--- src/rtl/rsf_pkg.sv ---
package rsf_pkg;
    localparam int BYTE_W = 8;

    typedef struct packed {
        logic brk;
        logic frm;
        logic par;
    } rsf_flags_t;

    typedef struct packed {
        rsf_flags_t          flags;
        logic [BYTE_W-1:0]   data;
    } rsf_entry_t;

    typedef enum logic [1:0] {
        OCC_EMPTY   = 2'd0,
        OCC_PARTIAL = 2'd1,
        OCC_FULL    = 2'd2
    } occ_state_t;
endpackage

--- src/rtl/rsf_occ_fsm.sv ---
module rsf_occ_fsm
    import rsf_pkg::*;
#(
    parameter int DEPTH = 16
) (
    input  logic clk,
    input  logic rst_n,
    input  logic wr_req,
    input  logic rd_req,
    output logic push,
    output logic pull,
    output logic lost,
    output logic not_empty,
    output logic is_full
);
    localparam int CNT_W = $clog2(DEPTH + 1);
    localparam logic [CNT_W-1:0] CNT_LAST = CNT_W'(DEPTH - 1);
    localparam logic [CNT_W-1:0] CNT_ONE  = CNT_W'(1);

    occ_state_t       state, state_nxt;
    logic [CNT_W-1:0] cnt, cnt_nxt;

    // state register
    always_ff @(posedge clk or negedge rst_n) begin
        if (!rst_n) begin
            state <= OCC_EMPTY;
            cnt   <= '0;
        end else begin
            state <= state_nxt;
            cnt   <= cnt_nxt;
        end
    end

    // next state and count
    always_comb begin
        state_nxt = state;
        unique case (state)
            OCC_EMPTY: begin
                if (push) state_nxt = OCC_PARTIAL;
            end
            OCC_PARTIAL: begin
                if (push && !pull && cnt == CNT_LAST)
                    state_nxt = OCC_FULL;
                else if (pull && !push && cnt == CNT_ONE)
                    state_nxt = OCC_EMPTY;
            end
            OCC_FULL: begin
                if (pull && !push) state_nxt = OCC_PARTIAL;
            end
            default: state_nxt = OCC_EMPTY;
        endcase

        unique case ({push, pull})
            2'b10:   cnt_nxt = cnt + CNT_ONE;
            2'b01:   cnt_nxt = cnt - CNT_ONE;
            default: cnt_nxt = cnt;
        endcase
    end

    // outputs
    always_comb begin
        push      = 1'b0;
        pull      = 1'b0;
        lost      = 1'b0;
        not_empty = 1'b0;
        is_full   = 1'b0;
        unique case (state)
            OCC_EMPTY: begin
                push = wr_req;
            end
            OCC_PARTIAL: begin
                push      = wr_req;
                pull      = rd_req;
                not_empty = 1'b1;
            end
            OCC_FULL: begin
                pull      = rd_req;
                push      = wr_req && rd_req;
                lost      = wr_req && !rd_req;
                not_empty = 1'b1;
                is_full   = 1'b1;
            end
            default: ;
        endcase
    end
endmodule

--- src/rtl/rsf_store.sv ---
module rsf_store
    import rsf_pkg::*;
#(
    parameter int DEPTH = 16
) (
    input  logic       clk,
    input  logic       rst_n,
    input  logic       push,
    input  logic       pull,
    input  rsf_entry_t wr_entry,
    output rsf_entry_t top_entry
);
    localparam int PTR_W = $clog2(DEPTH);
    localparam logic [PTR_W-1:0] PTR_END = PTR_W'(DEPTH - 1);

    rsf_entry_t       slots [DEPTH];
    logic [PTR_W-1:0] head, tail;

    function automatic logic [PTR_W-1:0] advance(input logic [PTR_W-1:0] p);
        return (p == PTR_END) ? '0 : p + PTR_W'(1);
    endfunction

    always_ff @(posedge clk or negedge rst_n) begin
        if (!rst_n) begin
            head <= '0;
            tail <= '0;
        end else begin
            if (push) tail <= advance(tail);
            if (pull) head <= advance(head);
        end
    end

    for (genvar i = 0; i < DEPTH; i++) begin : g_slot
        always_ff @(posedge clk) begin
            if (push && tail == PTR_W'(i)) slots[i] <= wr_entry;
        end
    end

    assign top_entry = slots[head];
endmodule

--- src/rtl/rsf_flag_acc.sv ---
module rsf_flag_acc
    import rsf_pkg::*;
(
    input  logic       clk,
    input  logic       rst_n,
    input  logic       clr,
    input  logic       push,
    input  logic       lost,
    input  rsf_flags_t wr_flags,
    output rsf_flags_t acc_flags,
    output logic       ovr
);
    rsf_flags_t base;

    always_comb base = clr ? rsf_flags_t'('0) : acc_flags;

    always_ff @(posedge clk or negedge rst_n) begin
        if (!rst_n) begin
            acc_flags <= '0;
            ovr       <= 1'b0;
        end else begin
            acc_flags <= push ? (base | wr_flags) : base;
            ovr       <= (ovr && !clr) || lost;
        end
    end
endmodule

--- src/rtl/rx_status_fifo.sv ---
module rx_status_fifo
    import rsf_pkg::*;
#(
    parameter int DEPTH = 16
) (
    input  logic              clk,
    input  logic              rst_n,
    input  logic              wr_en,
    input  logic [BYTE_W-1:0] wr_data,
    input  logic              wr_par,
    input  logic              wr_frm,
    input  logic              wr_brk,
    input  logic              pop,
    input  logic              err_mode,
    input  logic              irq_sel,
    input  logic              err_clr,
    output logic [BYTE_W-1:0] top_data,
    output logic              rx_ready,
    output logic              rx_full,
    output logic              overrun,
    output logic              err_par,
    output logic              err_frm,
    output logic              err_brk,
    output logic              irq
);
    logic       push, pull, lost;
    rsf_entry_t wr_entry, top_entry;
    rsf_flags_t acc_flags, shown;

    assign wr_entry.data      = wr_data;
    assign wr_entry.flags.par = wr_par;
    assign wr_entry.flags.frm = wr_frm;
    assign wr_entry.flags.brk = wr_brk;

    rsf_occ_fsm #(.DEPTH(DEPTH)) u_occ (
        .clk       (clk),
        .rst_n     (rst_n),
        .wr_req    (wr_en),
        .rd_req    (pop),
        .push      (push),
        .pull      (pull),
        .lost      (lost),
        .not_empty (rx_ready),
        .is_full   (rx_full)
    );

    rsf_store #(.DEPTH(DEPTH)) u_store (
        .clk       (clk),
        .rst_n     (rst_n),
        .push      (push),
        .pull      (pull),
        .wr_entry  (wr_entry),
        .top_entry (top_entry)
    );

    rsf_flag_acc u_acc (
        .clk       (clk),
        .rst_n     (rst_n),
        .clr       (err_clr),
        .push      (push),
        .lost      (lost),
        .wr_flags  (wr_entry.flags),
        .acc_flags (acc_flags),
        .ovr       (overrun)
    );

    always_comb begin
        if (!rx_ready)     shown = '0;
        else if (err_mode) shown = acc_flags;
        else               shown = top_entry.flags;
    end

    assign top_data = top_entry.data;
    assign err_par  = shown.par;
    assign err_frm  = shown.frm;
    assign err_brk  = shown.brk;
    assign irq      = irq_sel ? rx_full : rx_ready;
endmodule

--- config.mk ---
export PLATFORM = sky130hd
export DESIGN_NAME = rx_status_fifo
export DESIGN_NICKNAME = d
export VERILOG_FILES = /design/src/rtl/rsf_pkg.sv /design/src/rtl/rsf_occ_fsm.sv /design/src/rtl/rsf_store.sv /design/src/rtl/rsf_flag_acc.sv /design/src/rtl/rx_status_fifo.sv
export SDC_FILE = /design/constraint.sdc
export NUM_CORES = 1
export LEC_CHECK = 0
export ABC_AREA = 1
export BUFFER_PORTS_ARGS = -buffer_cell sky130_fd_sc_hd__buf_4
export CORE_ASPECT_RATIO = 0.75
export CORE_MARGIN = 3
export CORE_UTILIZATION = 50
export CTS_CLUSTER_SIZE = 25
export DETAILED_ROUTE_END_ITERATION = 8
export PLACE_DENSITY_LB_ADDON = 0.1
export SYNTH_ARGS = -nofsm -noshare
export SYNTH_HDL_FRONTEND = slang
export SYNTH_SLANG_ARGS = --single-unit
--- constraint.sdc ---
create_clock -name clk -period 6.4 [get_ports clk]
set_input_delay 0 -clock clk [delete_from_list [all_inputs] [get_ports clk]]
set_output_delay 0 -clock clk [all_outputs]
set_load 0.02 [all_outputs]
==> flow_summary.yaml, run 1 <==
drt:
  totalWireLength_mm: 19.29
  detail_route_antenna_nets: 0
  routedWlPerCell_um: 19.52
  route.detailed.drc: 0
  via_count: 5444
  drt_pre_antenna_iters: 5
  first_iter_violations: 502
  drt-vias-per-instance: 5.510
power:
  clock_power_share: 0.255
  sequentialPowerShare: 0.401
  p_int_w: 0.002587
  p_total_w: 0.004101
  power.share.combinational: 0.345
  cellLeakagePower_nw: 3.503
  p_sw_frac: 0.3692
  power.density_cell_area_mw_per_mm2: 437.7
  power.ir.vdd_worst_mv: 0.2208
  net-switching-power_w: 0.001514
floorplan:
  die_h_um: 118.1
  initial_utilization: 0.5163
  core_region_area_sq_mm: 0.01622
  rows: 40
  design.die.area_sq_mm: 0.01835
  floorplan.die.width_um: 155.4
  io_pins: 33
sta:
  fin_setup_tns_ns: 0
  hold_violations: 0
  period_minus_slack_ns: 3.162
  grt_setup_unrepaired: "no"
  max_slew.worst_pin.slew_ns: 1.145
  setup_viol: 0
  layout_worst_path_cycle_share: 0.4941
  finalMaxSlewViolations: 0
  timing.clock.skew_ns: 0.007176
  max_freq_ghz: 0.3163
  fin_hold_ws_ns: 0.003668
  layout_setup_ws_ns: 3.238
  maxSlewHeadroom: 0.2335
clock_network:
  path_clk_slew_ns: 0.07
  insertion_delay_ns: 0.43
  cts_post_setup_buffers_inserted: 0
  cts_max_path_buffers: 2
  cts-buffers-inserted: 17
  clock_tree_from_tritoncts: "yes"
  cts_sink_count: 195
  clk_root_buffer_cell: "clkbuf_16"
  h-tree-depth: 4
critical_path:
  reg2reg_setup_slack_ns: 3.58
  critical_path.slowest_cell: "buf_4"
  cp_top_family: "buffers and inverters"
  timing.critical_path.arrival_ns: 3.16
  critical-path-top-cell-by-count: "nand3_1"
  critPathLaunchType: "flip-flop"
  critical_path.max_stage_delay_ns: 0.65
  path_max_fanout: 90
  worst-setup-path-type: "flip-flop to output pin"
  critical_path.cell_chain: "buf_4 > inv_6 > nand2_1 > nand3_1 > nand3_1 > nand3_1 > a21oi_1 > buf_4"
  worst_ep_required_time_ns: 6.40
  worstSetupEndpointType: "output pin"
  worstPathBufferInverterCount: 3
worst_hold_path:
  worst_hold_path_type: "primary input to asynchronous set/reset pin"
global_routing:
  antenna_found_initial: 0
  globalRouteTotalUtil: 0.2164
  grt_first_pass_wirelength_mm: 30.11
  largest_net_degree_at_the_start_of_global_routing: 91
  overflow: 0
  via_count_of_the_first_global_routing_pass: 5373
yosys:
  syn_avg_cell_area_sq_um: 11.45
  postSynthRegisterBits: 195
  synth.cell_area_sq_mm: 0.008372
  synth_warnings: 0
  synth_seq_area_share: 0.6881
  synth_cell_type_count: 26
  synth.net_count: 765
  synthesis.instances: 731
status:
  status: "finished clean"
finish:
  mostFrequentLayoutCells: "176 x edfxtp_1, 119 x nand2_1, 116 x nor2_1"
  layout-drive-gt1-share: 0.07969
  final_common_cell: "edfxtp_1"
  layout_cells_excl_fill: 988
  num-nets-final: 800
  antenna-diode-count: 0
  flow.area_growth_from_synthesis_pct: 11.93
run:
  maxCapViolations: 0
placement:
  port-buffer-count: 32
  dp.final_hpwl_mm: 12.15
  place.gp.congestion: 0.8557
  placement.setup.worst_slack_ns: 3.568
  placed_cells: 941
## logic make-up after synthesis
family	count (synthesis)	share of synthesized area
and+or+nand+nor	287	0.1369
DFF	195	0.6881
xor gates and xnor gates	7	0.007323
adders and majority gates	16	0.02391
AOI/OAI and AO/OA	126	0.08295
buffers and inverters	100	0.06083
## metrics by stage
step           area, sq um    util
6_report              9370  0.5779
5_1_grt               9370  0.5779
4_1_cts               9370  0.5779
3_5_place_dp          8640  0.5328
3_3_place_gp          8640  0.5328
2_1_floorplan         8372       -
## routing by layer
layer	track usage	vias to the layer above	wire, um
li1	-	2578	-
met1	0.3279	2676	9299
met2	0.3227	172	8620
met3	0.04484	18	1146
met4	0.05303	0	222
met5	0	-	0
## worst register-to-register path: stages, from the launching register on
cell and delay [ns]:
dfrtp_1 0.43, inv_1 0.10, ha_1 0.25, nand2_1 0.07, nand2_1 0.06, nand2_1 0.12, inv_1 0.28, nand2_1 0.22
nor2_1 0.91
## Yosys cell counts (all sizes together)
| master | count | area (sq um) |
|---|---|---|
| ha | 16 | 200.2 |
| nand4 | 2 | 12.51 |
| buf | 34 | 256.5 |
| inv | 62 | 237.7 |
| edfxtp | 176 | 5285 |
| xnor2 | 2 | 17.52 |
| a21boi | 1 | 7.510 |
| and3 | 1 | 6.260 |
| nand2 | 119 | 446.7 |
| o21ai | 89 | 445.4 |
| clkbuf | 1 | 3.750 |
| clkinv | 3 | 11.26 |
| xor2 | 5 | 43.79 |
| dfrtp | 19 | 475.5 |
| nor2 | 116 | 435.4 |
| a21oi | 7 | 35.03 |
| o211ai | 17 | 127.6 |
| nand3 | 49 | 245.2 |
| o32ai | 1 | 8.760 |
| o22ai | 10 | 62.56 |
| o21bai | 1 | 7.510 |
## state kept, by name, summed over array words and instances, names as in the netlist
signal and count:
u_acc.acc_flags 3, u_store.head 4, u_store.tail 4, u_store.slots 176, u_acc.ovr 1, u_occ.state 2
u_occ.cnt 5
## layout make-up
type / count / area (sq um)
timing repair buffer: 51 / 422.9
tap: 210 / 262.8
multi-input combinational: 436 / 2102
fill: 1384 / 6845
clock buffer: 18 / 429.2
clock inverter: 13 / 141.4
sequential: 195 / 5763
inverter: 65 / 249.0
## final timing paths
check                           cells after the start                   end               start
worst max-delay path                                8               err_par     u_store.head[0]
worst min-delay path                                2          u_occ.cnt[4]               rst_n
worst max register to register                      8  u_store.slots[12][1]      u_occ.state[0]
worst min register to register                      2    u_acc.acc_flags[2]  u_acc.acc_flags[2]
max in group asynchronous                           2       u_store.head[1]               rst_n
min in group clk                                    7       u_store.tail[3]               wr_en
## power by group through the flow
stage          Clock [W]  Sequential (W)  Combinational (W)
3_5_place_dp           0         0.00167            0.00140
4_1_cts          0.00106         0.00164            0.00142
3_3_place_gp           0         0.00166            0.00138
5_1_grt          0.00112         0.00166            0.00157
6_report         0.00105         0.00164            0.00141
2_1_floorplan          0         0.00162            0.00107
## what timing repair did
item                                   CTS  global route
endpoints found under the hold margin  199             0
gates resized for setup                  0             0
hold buffers                            16             0
(Power assumes the default switching activity.)
==> run 2, diff against run 1 <==
Settings changed: ABC_AREA 1 to 0.
Clock period 6.4 ns to 2.8 ns, I/O delays scaled along.
==> flow_summary.yaml, run 2 <==
global_routing:
  antenna_found_initial: 0
  via_count_of_the_first_global_routing_pass: 4227
  globalRouteTotalUtil: 0.1954
  overflow: 0
  largest_net_degree_at_the_start_of_global_routing: 33
  grt_first_pass_wirelength_mm: 25.24
critical_path:
  worstSetupEndpointType: "output pin"
  critPathLaunch: "u_store.head[0]"
  timing.critical_path.arrival_ns: 2.57
  critical_path.slowest_cell: "dfrtp_4"
  reg2reg_setup_slack_ns: 0.30
  critical_r2r_launch: "u_occ.state[0]"
  cp_top_family: "flip-flops"
  crit_path_capture: "top_data[7]"
  worstPathBufferInverterCount: 1
  critical_path.cell_chain: "mux4_2 > nor2b_1 > a211oi_1 > a21oi_1 > buf_4"
  critical_path.max_stage_delay_ns: 0.71
  end_of_the_worst_register_to_register_path: "u_store.slots[0][7]"
  rr_worst_depth: 8
  critPathLaunchType: "flip-flop"
  worst-setup-path-type: "flip-flop to output pin"
  worst_ep_required_time_ns: 2.80
  path_max_fanout: 21
  worst-path-stages: 5
drt:
  first_iter_violations: 413
  met2WireLength_mm: 7.364
  dr_wl_met3_um: 798
  met1_length_mm: 7.937
  drt-vias-per-instance: 5.654
  detail_route_antenna_nets: 0
  route.top_layer_used: "met4"
  routedWlPerCell_um: 21.73
  totalWireLength_mm: 16.28
  drt_pre_antenna_iters: 4
  route.detailed.drc: 0
  via_count: 4235
sta:
  layout_worst_path_cycle_share: 0.9192
  timing.clock.skew_ns: 0.009906
  setup_viol: 0
  fin_setup_tns_ns: 0
  max_slew.worst_pin.slew_ns: 0.9011
  layout_setup_ws_ns: 0.2263
  grt_setup_unrepaired: "no"
  max_freq_ghz: 0.3885
  period_minus_slack_ns: 2.574
  maxSlewHeadroom: 0.3973
  finalMaxSlewViolations: 0
  hold_violations: 0
yosys:
  synth_area_leaders: "edfxtp_1 66%, mux4_2 9.0%, dfrtp_1 5.9%"
  postSynthRegisterBits: 195
  synthesis.instances: 454
  ys_dominant_reg_cell: "edfxtp_1"
  synth_cell_type_count: 38
  synth_seq_area_share: 0.7178
  synth_enable_flop_cells: 176
  syn_avg_cell_area_sq_um: 17.68
  synth.net_count: 488
  synth_warnings: 0
  postSynth.asyncResetShare: 0.09744
  synth_most_common_cell: "edfxtp_1"
  synth.cell_area_sq_mm: 0.008025
  synth_area_leader_cell: "edfxtp_1"
  yosysTopAreaCellShare: 0.6586
  post_synth_most_frequent_cells: "176 x edfxtp_1, 35 x mux2i_1, 32 x mux4_2"
worst_hold_path:
  worst_hold_path_type: "primary input to flip-flop"
finish:
  num-nets-final: 566
  reg_top3: "u_store.slots x176, u_occ.cnt x5"
  max_flop_register: "u_store.slots"
  mostFrequentLayoutCells: "176 x edfxtp_1, 61 x buf_4, 35 x mux2i_1"
  antenna-diode-count: 0
  largest_reg_flops: 176
  final_common_cell: "edfxtp_1"
  layout-drive-gt1-share: 0.2555
  sequential_cell_area_sq_mm: 0.005766
  multi_input_comb_area_sq_mm: 0.002097
  flow.area_growth_from_synthesis_pct: 17.24
  nFillCells: 1126
clock_network:
  h-tree-depth: 4
  clock_tree_from_tritoncts: "yes"
  insertion_delay_ns: 0.42
  cts-buffers-inserted: 17
  cts_sink_count: 195
  path_clk_slew_ns: 0.06
  cts_max_path_buffers: 2
  clk_root_buffer_cell: "clkbuf_16"
placement:
  place.gp.congestion: 0.7863
  port-buffer-count: 32
  placement.setup.worst_slack_ns: 0.2191
  dp.final_hpwl_mm: 10.45
floorplan:
  core_region_area_sq_mm: 0.01547
  die_h_um: 115.7
  rows: 39
  design.die.area_sq_mm: 0.01762
  initial_utilization: 0.5188
  floorplan.die.width_um: 152.3
  io_pins: 33
power:
  power.ir.vdd_worst_mv: 0.4552
  power.density_cell_area_mw_per_mm2: 975.1
  cellLeakagePower_nw: 3.317
status:
  status: "finished clean"
run:
  maxCapViolations: 0
run 2: cell count changes after synthesis, sizes merged, moves of 17 or more:
cell and delta:
mux2i +35, nor2 -101, o211ai -17, nand3 -34, mux4 +32, nand2 -96
inv -47, buf -18, o21ai -78
run 2: what timing repair did:
| action | 4_1_cts | 5_1_grt |
|---|---|---|
| buffers inserted | 0 | 0 |
| hold buffers | 17 | 0 |
| endpoints found under the hold margin | 200 | 0 |
| endpoints found under the setup margin | 1 | 1 |
| resized for setup | 1 | 1 |
run 2: final cells by class:
type,instances,share of cell area
Clock inverter,12,0.01410
Timing Repair Buffer,80,0.07101
Sequential cell,195,0.6128
Tap cell,205,0.02726
Clock buffer,19,0.04601
Inverter,15,0.005984
Multi-Input combinational cell,223,0.2229
run 2: worst min-delay path by stage:
stage	from	to	slack, ns	depth (start not counted)
after global routing	pop	u_store.head[0]	0.06	3
after floorplan	rst_n	u_acc.acc_flags[0]	-0.30	0
after global placement	rst_n	u_acc.ovr	-0.11	1
after CTS	pop	u_store.head[0]	0.03	3
after detailed placement	rst_n	u_acc.ovr	-0.10	1
final	pop	u_store.head[0]	0.05	3
run 2: cells by family (layout without fill, tap and decap cells):
| family | after synthesis | in the layout | share of synthesized area |
|---|---|---|---|
| compound gates | 51 | 51 | 0.04132 |
| xor+xnor | 6 | 6 | 0.006548 |
| fa+ha+maj | 16 | 16 | 0.02495 |
| buf+inv | 36 | 126 | 0.02401 |
| flops | 195 | 195 | 0.7178 |
| mux | 69 | 69 | 0.1363 |
| simple gates | 81 | 81 | 0.04911 |
run 2: worst register-to-register path, stage by stage, from the launching register on:
cell and delay (ns):
dfrtp_1 0.41, inv_1 0.12, ha_1 0.30, a211oi_2 0.12, nor2_1 0.36, buf_4 0.23, nand2_1 0.13, nor3_2 0.25
buf_4 0.26
run 2: power by group:
part / switching (W) / internal, W
clock network: 0.00102 / 0.00132
logic: 0.00162 / 0.00138
registers: 0.000344 / 0.00350
run 2: per-stage QoR:
stage,instances,hold slack (ns),area [sq um],total power [W],util
6_report,749,0.05045,9409,0.009174,0.6083
5_1_grt,749,0.06297,9409,0.009636,0.6083
4_1_cts,749,0.03250,9404,0.009246,0.6079
3_5_place_dp,701,-0.1015,8666,0.006889,0.5602
3_3_place_gp,701,-0.1054,8666,0.006862,0.5602
2_1_floorplan,454,-0.2956,8025,0.005894,-
run 2: routing by layer:
layer	GRT usage	up-vias
met2	0.2882	90
li1	-	1930
met5	0	-
met3	0.03957	15
met1	0.3007	2200
met4	0.05629	0
